### src/rtl/ttpe_pkg.sv
package ttpe_pkg;
  localparam int ALU_INPUTS = 3;
  localparam int TT_W       = 1 << ALU_INPUTS;
  localparam int DEST_W     = 3;

  typedef enum logic [1:0] {
    PH_IDLE  = 2'd0,
    PH_PRE   = 2'd1,
    PH_EVAL  = 2'd2,
    PH_WRITE = 2'd3
  } phase_e;

  typedef enum logic [DEST_W-1:0] {
    DST_NONE = 3'd0,
    DST_X    = 3'd1,
    DST_Y    = 3'd2,
    DST_WE   = 3'd3,
    DST_MEM  = 3'd4
  } dest_e;

  typedef struct packed {
    logic [TT_W-1:0]   tt;
    logic [DEST_W-1:0] dest;
    logic              x_shift;
    logic              y_shift;
    logic              tie;
  } instr_t;

  function automatic logic lut3(input logic [TT_W-1:0] tt,
                                input logic m, input logic x, input logic y);
    return tt[{m, x, y}];
  endfunction
endpackage

### src/rtl/ttpe_seq.sv
module ttpe_seq
  import ttpe_pkg::*;
(
  input  logic   clk,
  input  logic   rst_n,
  input  logic   op_valid,
  input  instr_t op_in,
  output phase_e phase,
  output instr_t instr
);
  phase_e phase_q, phase_d;
  instr_t instr_q;
  logic   accept;

  always_comb begin
    accept  = op_valid && ((phase_q == PH_IDLE) || (phase_q == PH_WRITE));
    phase_d = phase_q;
    case (phase_q)
      PH_IDLE:  if (accept) phase_d = PH_PRE;
      PH_PRE:   phase_d = PH_EVAL;
      PH_EVAL:  phase_d = PH_WRITE;
      PH_WRITE: phase_d = accept ? PH_PRE : PH_IDLE;
      default:  phase_d = PH_IDLE;
    endcase
  end

  always_ff @(posedge clk or negedge rst_n) begin
    if (!rst_n) phase_q <= PH_IDLE;
    else        phase_q <= phase_d;
  end

  always_ff @(posedge clk or negedge rst_n) begin
    if (!rst_n)      instr_q <= '0;
    else if (accept) instr_q <= op_in;
  end

  assign phase = phase_q;
  assign instr = instr_q;

  AST_PRE_THEN_EVAL: assert property (@(posedge clk) disable iff (!rst_n)
    (phase_q == PH_PRE) |=> (phase_q == PH_EVAL));
  AST_EVAL_THEN_WRITE: assert property (@(posedge clk) disable iff (!rst_n)
    (phase_q == PH_EVAL) |=> (phase_q == PH_WRITE));
  AST_INSTR_HELD_BUSY: assert property (@(posedge clk) disable iff (!rst_n)
    ((phase_q == PH_PRE) || (phase_q == PH_EVAL)) |=> $stable(instr_q));
endmodule

### src/rtl/ttpe_cell.sv
module ttpe_cell
  import ttpe_pkg::*;
(
  input  logic              clk,
  input  logic              rst_n,
  input  logic              eval,
  input  logic              write,
  input  logic [TT_W-1:0]   tt,
  input  logic [DEST_W-1:0] dest,
  input  logic              x_shift,
  input  logic              y_shift,
  input  logic              mem_bit,
  input  logic              x_from_nbr,
  input  logic              y_from_nbr,
  output logic              alu_out,
  output logic              x_q,
  output logic              y_q,
  output logic              we_q,
  output logic              mem_we,
  output logic              mem_wd
);
  logic res_q;
  logic x_d, y_d, we_d;
  logic x_en, y_en, we_en;

  always_comb alu_out = lut3(tt, mem_bit, x_q, y_q);

  always_comb begin
    x_en  = write && (x_shift || (dest == DST_X));
    y_en  = write && (y_shift || (dest == DST_Y));
    we_en = write && (dest == DST_WE);
    x_d   = x_shift ? x_from_nbr : res_q;
    y_d   = y_shift ? y_from_nbr : res_q;
    we_d  = res_q;
  end

  always_ff @(posedge clk or negedge rst_n) begin
    if (!rst_n)    res_q <= 1'b0;
    else if (eval) res_q <= alu_out;
  end

  always_ff @(posedge clk or negedge rst_n) begin
    if (!rst_n) begin
      x_q  <= 1'b0;
      y_q  <= 1'b0;
      we_q <= 1'b1;
    end else begin
      if (x_en)  x_q  <= x_d;
      if (y_en)  y_q  <= y_d;
      if (we_en) we_q <= we_d;
    end
  end

  always_comb begin
    mem_we = write && (dest == DST_MEM) && we_q;
    mem_wd = res_q;
  end

  AST_REGS_HOLD_OUTSIDE_WRITE: assert property (@(posedge clk) disable iff (!rst_n)
    !write |=> ($stable(x_q) && $stable(y_q) && $stable(we_q)));
  AST_X_SHIFT_TAKES_NBR: assert property (@(posedge clk) disable iff (!rst_n)
    (write && x_shift) |=> (x_q == $past(x_from_nbr)));
  AST_Y_SHIFT_TAKES_NBR: assert property (@(posedge clk) disable iff (!rst_n)
    (write && y_shift) |=> (y_q == $past(y_from_nbr)));
endmodule

### src/rtl/ttpe_bus.sv
module ttpe_bus #(
  parameter int N_PE = 8
) (
  input  logic            eval,
  input  logic            tie,
  input  logic            ctrl_bus_in,
  input  logic [N_PE-1:0] alu,
  input  logic [N_PE-1:0] we,
  output logic            bus_level
);
  logic [N_PE-1:0] pull_low;

  for (genvar i = 0; i < N_PE; i++) begin : g_tap
    assign pull_low[i] = eval && tie && we[i] && !alu[i];
  end

  always_comb begin
    bus_level = !(|pull_low);
    if (eval && tie && !ctrl_bus_in) bus_level = 1'b0;
  end
endmodule

### src/rtl/ttpe_row.sv
module ttpe_row
  import ttpe_pkg::*;
#(
  parameter int N_PE = 8
) (
  input  logic              clk,
  input  logic              rst_n,
  input  logic              op_valid,
  input  logic [TT_W-1:0]   op_tt,
  input  logic [DEST_W-1:0] op_dest,
  input  logic              op_x_shift,
  input  logic              op_y_shift,
  input  logic              op_bus_tie,
  input  logic [N_PE-1:0]   mem_rd,
  output logic [N_PE-1:0]   mem_we,
  output logic [N_PE-1:0]   mem_wd,
  input  logic              x_edge_in,
  input  logic              y_edge_in,
  output logic              x_edge_out,
  output logic              y_edge_out,
  input  logic              ctrl_bus_in,
  output logic              bus_level,
  output logic [N_PE-1:0]   x_plane,
  output logic [N_PE-1:0]   y_plane,
  output logic [N_PE-1:0]   we_plane
);
  logic [1:0] rst_sync_q;
  logic       rst_int;

  always_ff @(posedge clk or negedge rst_n) begin
    if (!rst_n) rst_sync_q <= 2'b00;
    else        rst_sync_q <= {rst_sync_q[0], 1'b1};
  end
  assign rst_int = rst_sync_q[1];

  instr_t op_bundle, instr;
  phase_e phase;
  logic   ph_eval, ph_write;

  always_comb begin
    op_bundle.tt      = op_tt;
    op_bundle.dest    = op_dest;
    op_bundle.x_shift = op_x_shift;
    op_bundle.y_shift = op_y_shift;
    op_bundle.tie     = op_bus_tie;
    ph_eval  = (phase == PH_EVAL);
    ph_write = (phase == PH_WRITE);
  end

  ttpe_seq u_seq (
    .clk      (clk),
    .rst_n    (rst_int),
    .op_valid (op_valid),
    .op_in    (op_bundle),
    .phase    (phase),
    .instr    (instr)
  );

  logic [N_PE-1:0] alu, x_nbr, y_nbr;

  for (genvar i = 0; i < N_PE; i++) begin : g_pe
    if (i == 0) begin : g_xlo
      assign x_nbr[i] = x_edge_in;
    end else begin : g_xin
      assign x_nbr[i] = x_plane[i-1];
    end
    if (i == N_PE - 1) begin : g_yhi
      assign y_nbr[i] = y_edge_in;
    end else begin : g_yin
      assign y_nbr[i] = y_plane[i+1];
    end

    ttpe_cell u_cell (
      .clk        (clk),
      .rst_n      (rst_int),
      .eval       (ph_eval),
      .write      (ph_write),
      .tt         (instr.tt),
      .dest       (instr.dest),
      .x_shift    (instr.x_shift),
      .y_shift    (instr.y_shift),
      .mem_bit    (mem_rd[i]),
      .x_from_nbr (x_nbr[i]),
      .y_from_nbr (y_nbr[i]),
      .alu_out    (alu[i]),
      .x_q        (x_plane[i]),
      .y_q        (y_plane[i]),
      .we_q       (we_plane[i]),
      .mem_we     (mem_we[i]),
      .mem_wd     (mem_wd[i])
    );
  end

  ttpe_bus #(.N_PE(N_PE)) u_bus (
    .eval        (ph_eval),
    .tie         (instr.tie),
    .ctrl_bus_in (ctrl_bus_in),
    .alu         (alu),
    .we          (we_plane),
    .bus_level   (bus_level)
  );

  assign x_edge_out = x_plane[N_PE-1];
  assign y_edge_out = y_plane[0];

  AST_BUS_HIGH_IN_PRECHARGE: assert property (@(posedge clk) disable iff (!rst_int)
    (phase == PH_PRE) |-> bus_level);
  AST_MEM_WRITE_ONLY_IN_WRITE: assert property (@(posedge clk) disable iff (!rst_int)
    (|mem_we) |-> (phase == PH_WRITE));
  AST_DISABLED_NO_MEM_WRITE: assert property (@(posedge clk) disable iff (!rst_int)
    ((mem_we & ~we_plane) == '0));
endmodule

### config.mk
export PLATFORM = sky130hd
export DESIGN_NAME = ttpe_row
export DESIGN_NICKNAME = d
export VERILOG_FILES = /design/src/rtl/ttpe_pkg.sv /design/src/rtl/ttpe_seq.sv /design/src/rtl/ttpe_cell.sv /design/src/rtl/ttpe_bus.sv /design/src/rtl/ttpe_row.sv
export SDC_FILE = /design/constraint.sdc
export NUM_CORES = 1
export LEC_CHECK = 0
export BUFFER_PORTS_ARGS = -buffer_cell sky130_fd_sc_hd__buf_2
export CAP_MARGIN = 5
export CORE_MARGIN = 2
export CORE_UTILIZATION = 40
export CTS_BUF_LIST = sky130_fd_sc_hd__clkbuf_4 sky130_fd_sc_hd__clkbuf_8
export DETAILED_ROUTE_END_ITERATION = 16
export SLEW_MARGIN = 20
export SYNTH_ARGS = -nofsm -noshare
export SYNTH_HDL_FRONTEND = slang
export SYNTH_SLANG_ARGS = --single-unit
### constraint.sdc
create_clock -name clk -period 2 [get_ports clk]
set_input_delay 0.4 -clock clk [delete_from_list [all_inputs] [get_ports clk]]
set_output_delay 0.4 -clock clk [all_outputs]
set_load 0.1 [all_outputs]
# After elaboration in Yosys (flattened, before gate mapping)
# Index checks and enable logic that the tools add are counted.
# totals
regBits,50
out_inout_bits,43
# classes
eq_ne,8
reduce_logical,46
n_mux,36
magnitude_cmp,8
# op_table
cell,n
3-bit by 4-bit < comparator with 1-bit output (second input constant),8
1-bit logical AND,31
1-bit two-way mux,26
1-bit binary-select mux with 3-bit select,8
1-bit zero test,10
2-bit one-hot mux with 4 select lines,1
8-bit OR reduction,1
3-bit by 2-bit equality test with 1-bit output (second input constant),2
2-bit equality test (second input constant),2
3-bit by 1-bit equality test with 1-bit output (second input constant),1
3-bit equality test (second input constant),1
1-bit logical OR,3
2-bit by 1-bit equality test with 1-bit output (second input constant),1
2-bit zero test,1
2-bit two-way mux,1
2-bit by 1-bit inequality test with 1-bit output (second input constant),1

# Depth between registers and ports, before layout
# depth
word_depth,7
mapped_depth,6
depth_no_buf,5

# Modules after synthesis
# Synthesis repeated with hierarchy kept, for this count alone.
# hier_totals
cells_unflattened,312
hier_area_um2,3304.4
# modules_own_cells
module,area_per_inst_um2,instances,cells_per_inst
ttpe_cell,301.5,8,31
ttpe_seq,719.4,1,45
ttpe_bus,87.6,1,12
ttpe_row,85.1,1,7

# Least setup slack after synthesis
# No wires, ideal clock.
# synth_timing
path_type,reg2out
start,register g_pe[0].u_cell.y_q
end,output bus_level
path_buffers,0
slack_ns,-0.942
stages_incl_launch_ff,5
arrival_time_ns,2.542
cell_sequence,dfrtp_1 -> mux4_2 -> mux2i_1 -> a22o_1 -> o211ai_2
# synth_between
elab_chain_cells,7
# synth_lines
item,line_no,text
from (decl),ttpe_cell.sv:17,"output logic y_q,"
from (signal assigned),ttpe_cell.sv:49,if (y_en) y_q <= y_d;
1-bit binary-select mux with 3-bit select,ttpe_pkg.sv:31,"return tt[{m, x, y}];"
1-bit two-way mux (implied by the code),ttpe_pkg.sv:31,
1-bit zero test,ttpe_bus.sv:14,assign pull_low[i] = eval && tie && we[i] && !alu[i];
1-bit logical AND,ttpe_bus.sv:14,
8-bit OR reduction,ttpe_bus.sv:18,bus_level = !(|pull_low);
1-bit zero test,ttpe_bus.sv:18,
1-bit two-way mux,ttpe_bus.sv:19,if (eval && tie && !ctrl_bus_in) bus_level = 1'b0;
to (decl),ttpe_row.sv:22,"output logic bus_level,"
# No other way between the ends. The select of a mux whose other input is x is not followed.

# Final worst setup path
# layout_timing
start,register g_pe[2].u_cell.x_q
end,output bus_level
# layout_between
elab_chain_cells,7
# layout_lines
item,line_no,text
from (decl),ttpe_cell.sv:16,"output logic x_q,"
from (signal assigned),ttpe_cell.sv:44,x_q <= 1'b0;
from (signal assigned),ttpe_cell.sv:48,if (x_en) x_q <= x_d;
1-bit binary-select mux with 3-bit select,ttpe_pkg.sv:31,
1-bit two-way mux (implied by the code),ttpe_pkg.sv:31,
1-bit zero test,ttpe_bus.sv:14,
1-bit logical AND,ttpe_bus.sv:14,
8-bit OR reduction,ttpe_bus.sv:18,
1-bit zero test,ttpe_bus.sv:18,
1-bit two-way mux,ttpe_bus.sv:19,
# No other way between the ends. The select of a mux whose other input is x is not followed.

==> flow_summary.json <==
{
  "core_area_um2": 7176,
  "drtPass1Iterations": 4,
  "die_y_um": 89.85,
  "grt.overflow.total": 0,
  "async_reset_ff_frac": 1.000,
  "cp_slowest_stage_delay_ns": 0.44,
  "drc": 0,
  "grt_pass1_vias": 2092,
  "synth_area_leaders": "dfrtp_1 36%, buf_4 10%, mux2i_1 9.5%",
  "final-hold-violation-count": 0,
  "cts-root-buf": "clkbuf_8",
  "detail-route-antenna-nets": 0,
  "clk_latency_ns": 0.30,
  "cap_viol_max_count": 0,
  "timing.fmax_ghz": 0.3912,
  "wl_mm": 6.970,
  "fin_crit_sh": 1.278,
  "ys_seq_elements": 50,
  "cts_buffers": 5,
  "rsz0062_at_grt": "yes",
  "syn-mean-instance-area_um2": 11.70,
  "setup_viol": 1,
  "track_usage": 0.1751,
  "finalCriticalPeriod_ns": 2.556,
  "syn2layout_area_growth_pct": 24.96,
  "synth_cells": 252,
  "yosysMostFrequentCell": "dfrtp_1",
  "cp.required_ns": 1.60,
  "detail_route.iter0.violations": 105,
  "grt_pass1_wl_mm": 11.21,
  "violations": "negative setup slack",
  "synth-main-ff-cell": "dfrtp_1",
  "placed_area_um2": 3482,
  "cp-start-kind": "flip-flop",
  "synth_edf_count": 0,
  "synth.largest_area_cell": "dfrtp_1",
  "slew_viol_final": 0,
  "final_core_util": 0.5133,
  "maxSlewHeadroom": 0.5729,
  "diodes": 0,
  "cpMaxStageDelayCell": "dfrtp_2",
  "skew_ns": 0.007278,
  "fin_setup_tns_ns": -0.5559,
  "crit_chain": "mux4_2 -> mux2i_2 -> a222oi_1 -> o2111ai_2 -> o211ai_4 -> buf_12",
  "fillers": 655,
  "yosysSeqAreaShare": 0.4278,
  "io_buffers": 70,
  "yosys.cell_types.count": 31,
  "grt_max_degree": 26,
  "place.gp.congestion": 0.7579,
  "hold_path.class": "reg -> async",
  "die_area_um2": 8072,
  "rows": 31,
  "initial_core_util": 0.4108,
  "max_slew.worst_pin.slew_ns": 0.6405,
  "ys_warn_count": 0,
  "final_nets": 348,
  "layout_setup_ws_ns": -0.5559,
  "vias": 2087,
  "status": "finished with violations",
  "cts_tree": "done",
  "crit_fanout": 3,
  "routedWlPerCell_um": 16.71,
  "htree_num_levels": 2,
  "synth_nets": 283,
  "drive_gt1_frac": 0.5786,
  "pin_count": 71,
  "die_x_um": 89.85,
  "dpl.hpwl_mm": 5.273,
  "netlist_area_um2": 2948,
  "clock_path_buffers": 2,
  "arrival_ns": 2.16,
  "fin_area_um2": 3684,
  "synth_top_area_share": 0.3565,
  "path_class": "reg -> out",
  "synth_commonest_cells": "42 x dfrtp_1, 41 x buf_4, 28 x mux2i_1, 24 x mux2_2, 19 x nand2_1",
  "vias_per_cell": 5.005,
  "path_clk_slew_ns": 0.10,
  "cts_sinks": 50,
  "end_kind": "output port",
  "antenna_found_initial": 0
}
placed cells by master, fill, tap and decap left out, types with 4 or more instances in the layout:
cell type / instances
buf_2: 61
buf_4: 35
dfrtp_1: 30
mux2i_1: 25
mux2_2: 24
nand2_1: 19
o21ai_0: 18
dfrtp_2: 12
mux4_2: 9
a21oi_1: 9
buf_12: 9
nor2_1: 8
dfstp_2: 8
and2_4: 7
inv_1: 5
clkbuf_8: 5
nor3b_1: 4
mux4_1: 4
kinds of logic after synthesis:
family,share of synthesized area
AND/OR/NAND/NOR,0.07258
flip-flops,0.4278
AO/OA/AOI/OAI,0.07089
other,0.001272
buffers and inverters,0.1210
adder cells (fa/ha/maj),0.01273
multiplexers,0.2937
worst paths after layout:
check / to / cells after the start / startpoint / slack (ns)
hold / removal: g_pe[0].u_cell.x_q / 1 / rst_sync_q[1] / 0.25
min in group clk: u_seq.instr[3] / 2 / op_dest[0] / 0.32
setup reg to reg: g_pe[1].u_cell.mem_wd / 5 / u_seq.instr[6] / 0.28
setup / recovery: bus_level / 6 / g_pe[2].u_cell.x_q / -0.56
max in group asynchronous: u_seq.instr[10] / 1 / rst_sync_q[1] / 1.44
hold reg to reg: g_pe[0].u_cell.x_q / 1 / rst_sync_q[1] / 0.25
area by class of cell:
cell class | instances | area (um^2) | share of cell area
well taps | 99 | 123.9 | 0.03363
flip-flops and latches | 50 | 1276 | 0.3465
inverters | 5 | 18.77 | 0.005095
clock inverters | 2 | 37.54 | 0.01019
clock buffers | 6 | 76.32 | 0.02072
multi-input cells | 149 | 1393 | 0.3781
repair buffers | 106 | 758.2 | 0.2058
through the flow:
stage | cells | hold WS, ns | setup slack, ns
6_report | 417 | 0.2533 | -0.5559
5_1_grt | 417 | 0.2932 | -0.6360
4_1_cts | 416 | 0.2687 | -0.5758
3_5_place_dp | 405 | 0.1873 | -0.3747
3_3_place_gp | 405 | 0.1872 | -0.3190
2_1_floorplan | 252 | 0.1044 | -0.4225
worst max-delay path: cells and delay by family, from the launching register on:
kind	cells	cell delay [ns]
AO/OA/AOI/OAI	3	0.79
flip-flops	1	0.44
multiplexers	2	0.43
buffers and inverters	1	0.20
state kept, by name, indices dropped and copies added, names as in the netlist:
register,cells
g_pe.u_cell.we_q,8
u_seq.phase,2
g_pe.u_cell.x_q,8
g_pe.u_cell.mem_wd,8
rst_sync_q,2
u_seq.instr,14
g_pe.u_cell.y_q,8
layer usage:
metal / wire length (um) / global-route usage / vias to the layer above
met5: 0 / 0 / -
met4: 91 / 0.04744 / 0
met3: 320 / 0.03101 / 7
met2: 3179 / 0.2734 / 59
met1: 3378 / 0.2536 / 1027
li1: - / - / 994
what timing repair did:
item                                   CTS  global route
pin swaps                                3             2
hold buffers                             1             0
resized for setup                       13            12
buffers inserted                         2             1
endpoints found under the hold margin    2             0
setup endpoints to repair                8             8
Power is not shown: default switching activity piles up to over one toggle a cycle in this logic, so the estimate is an artifact.
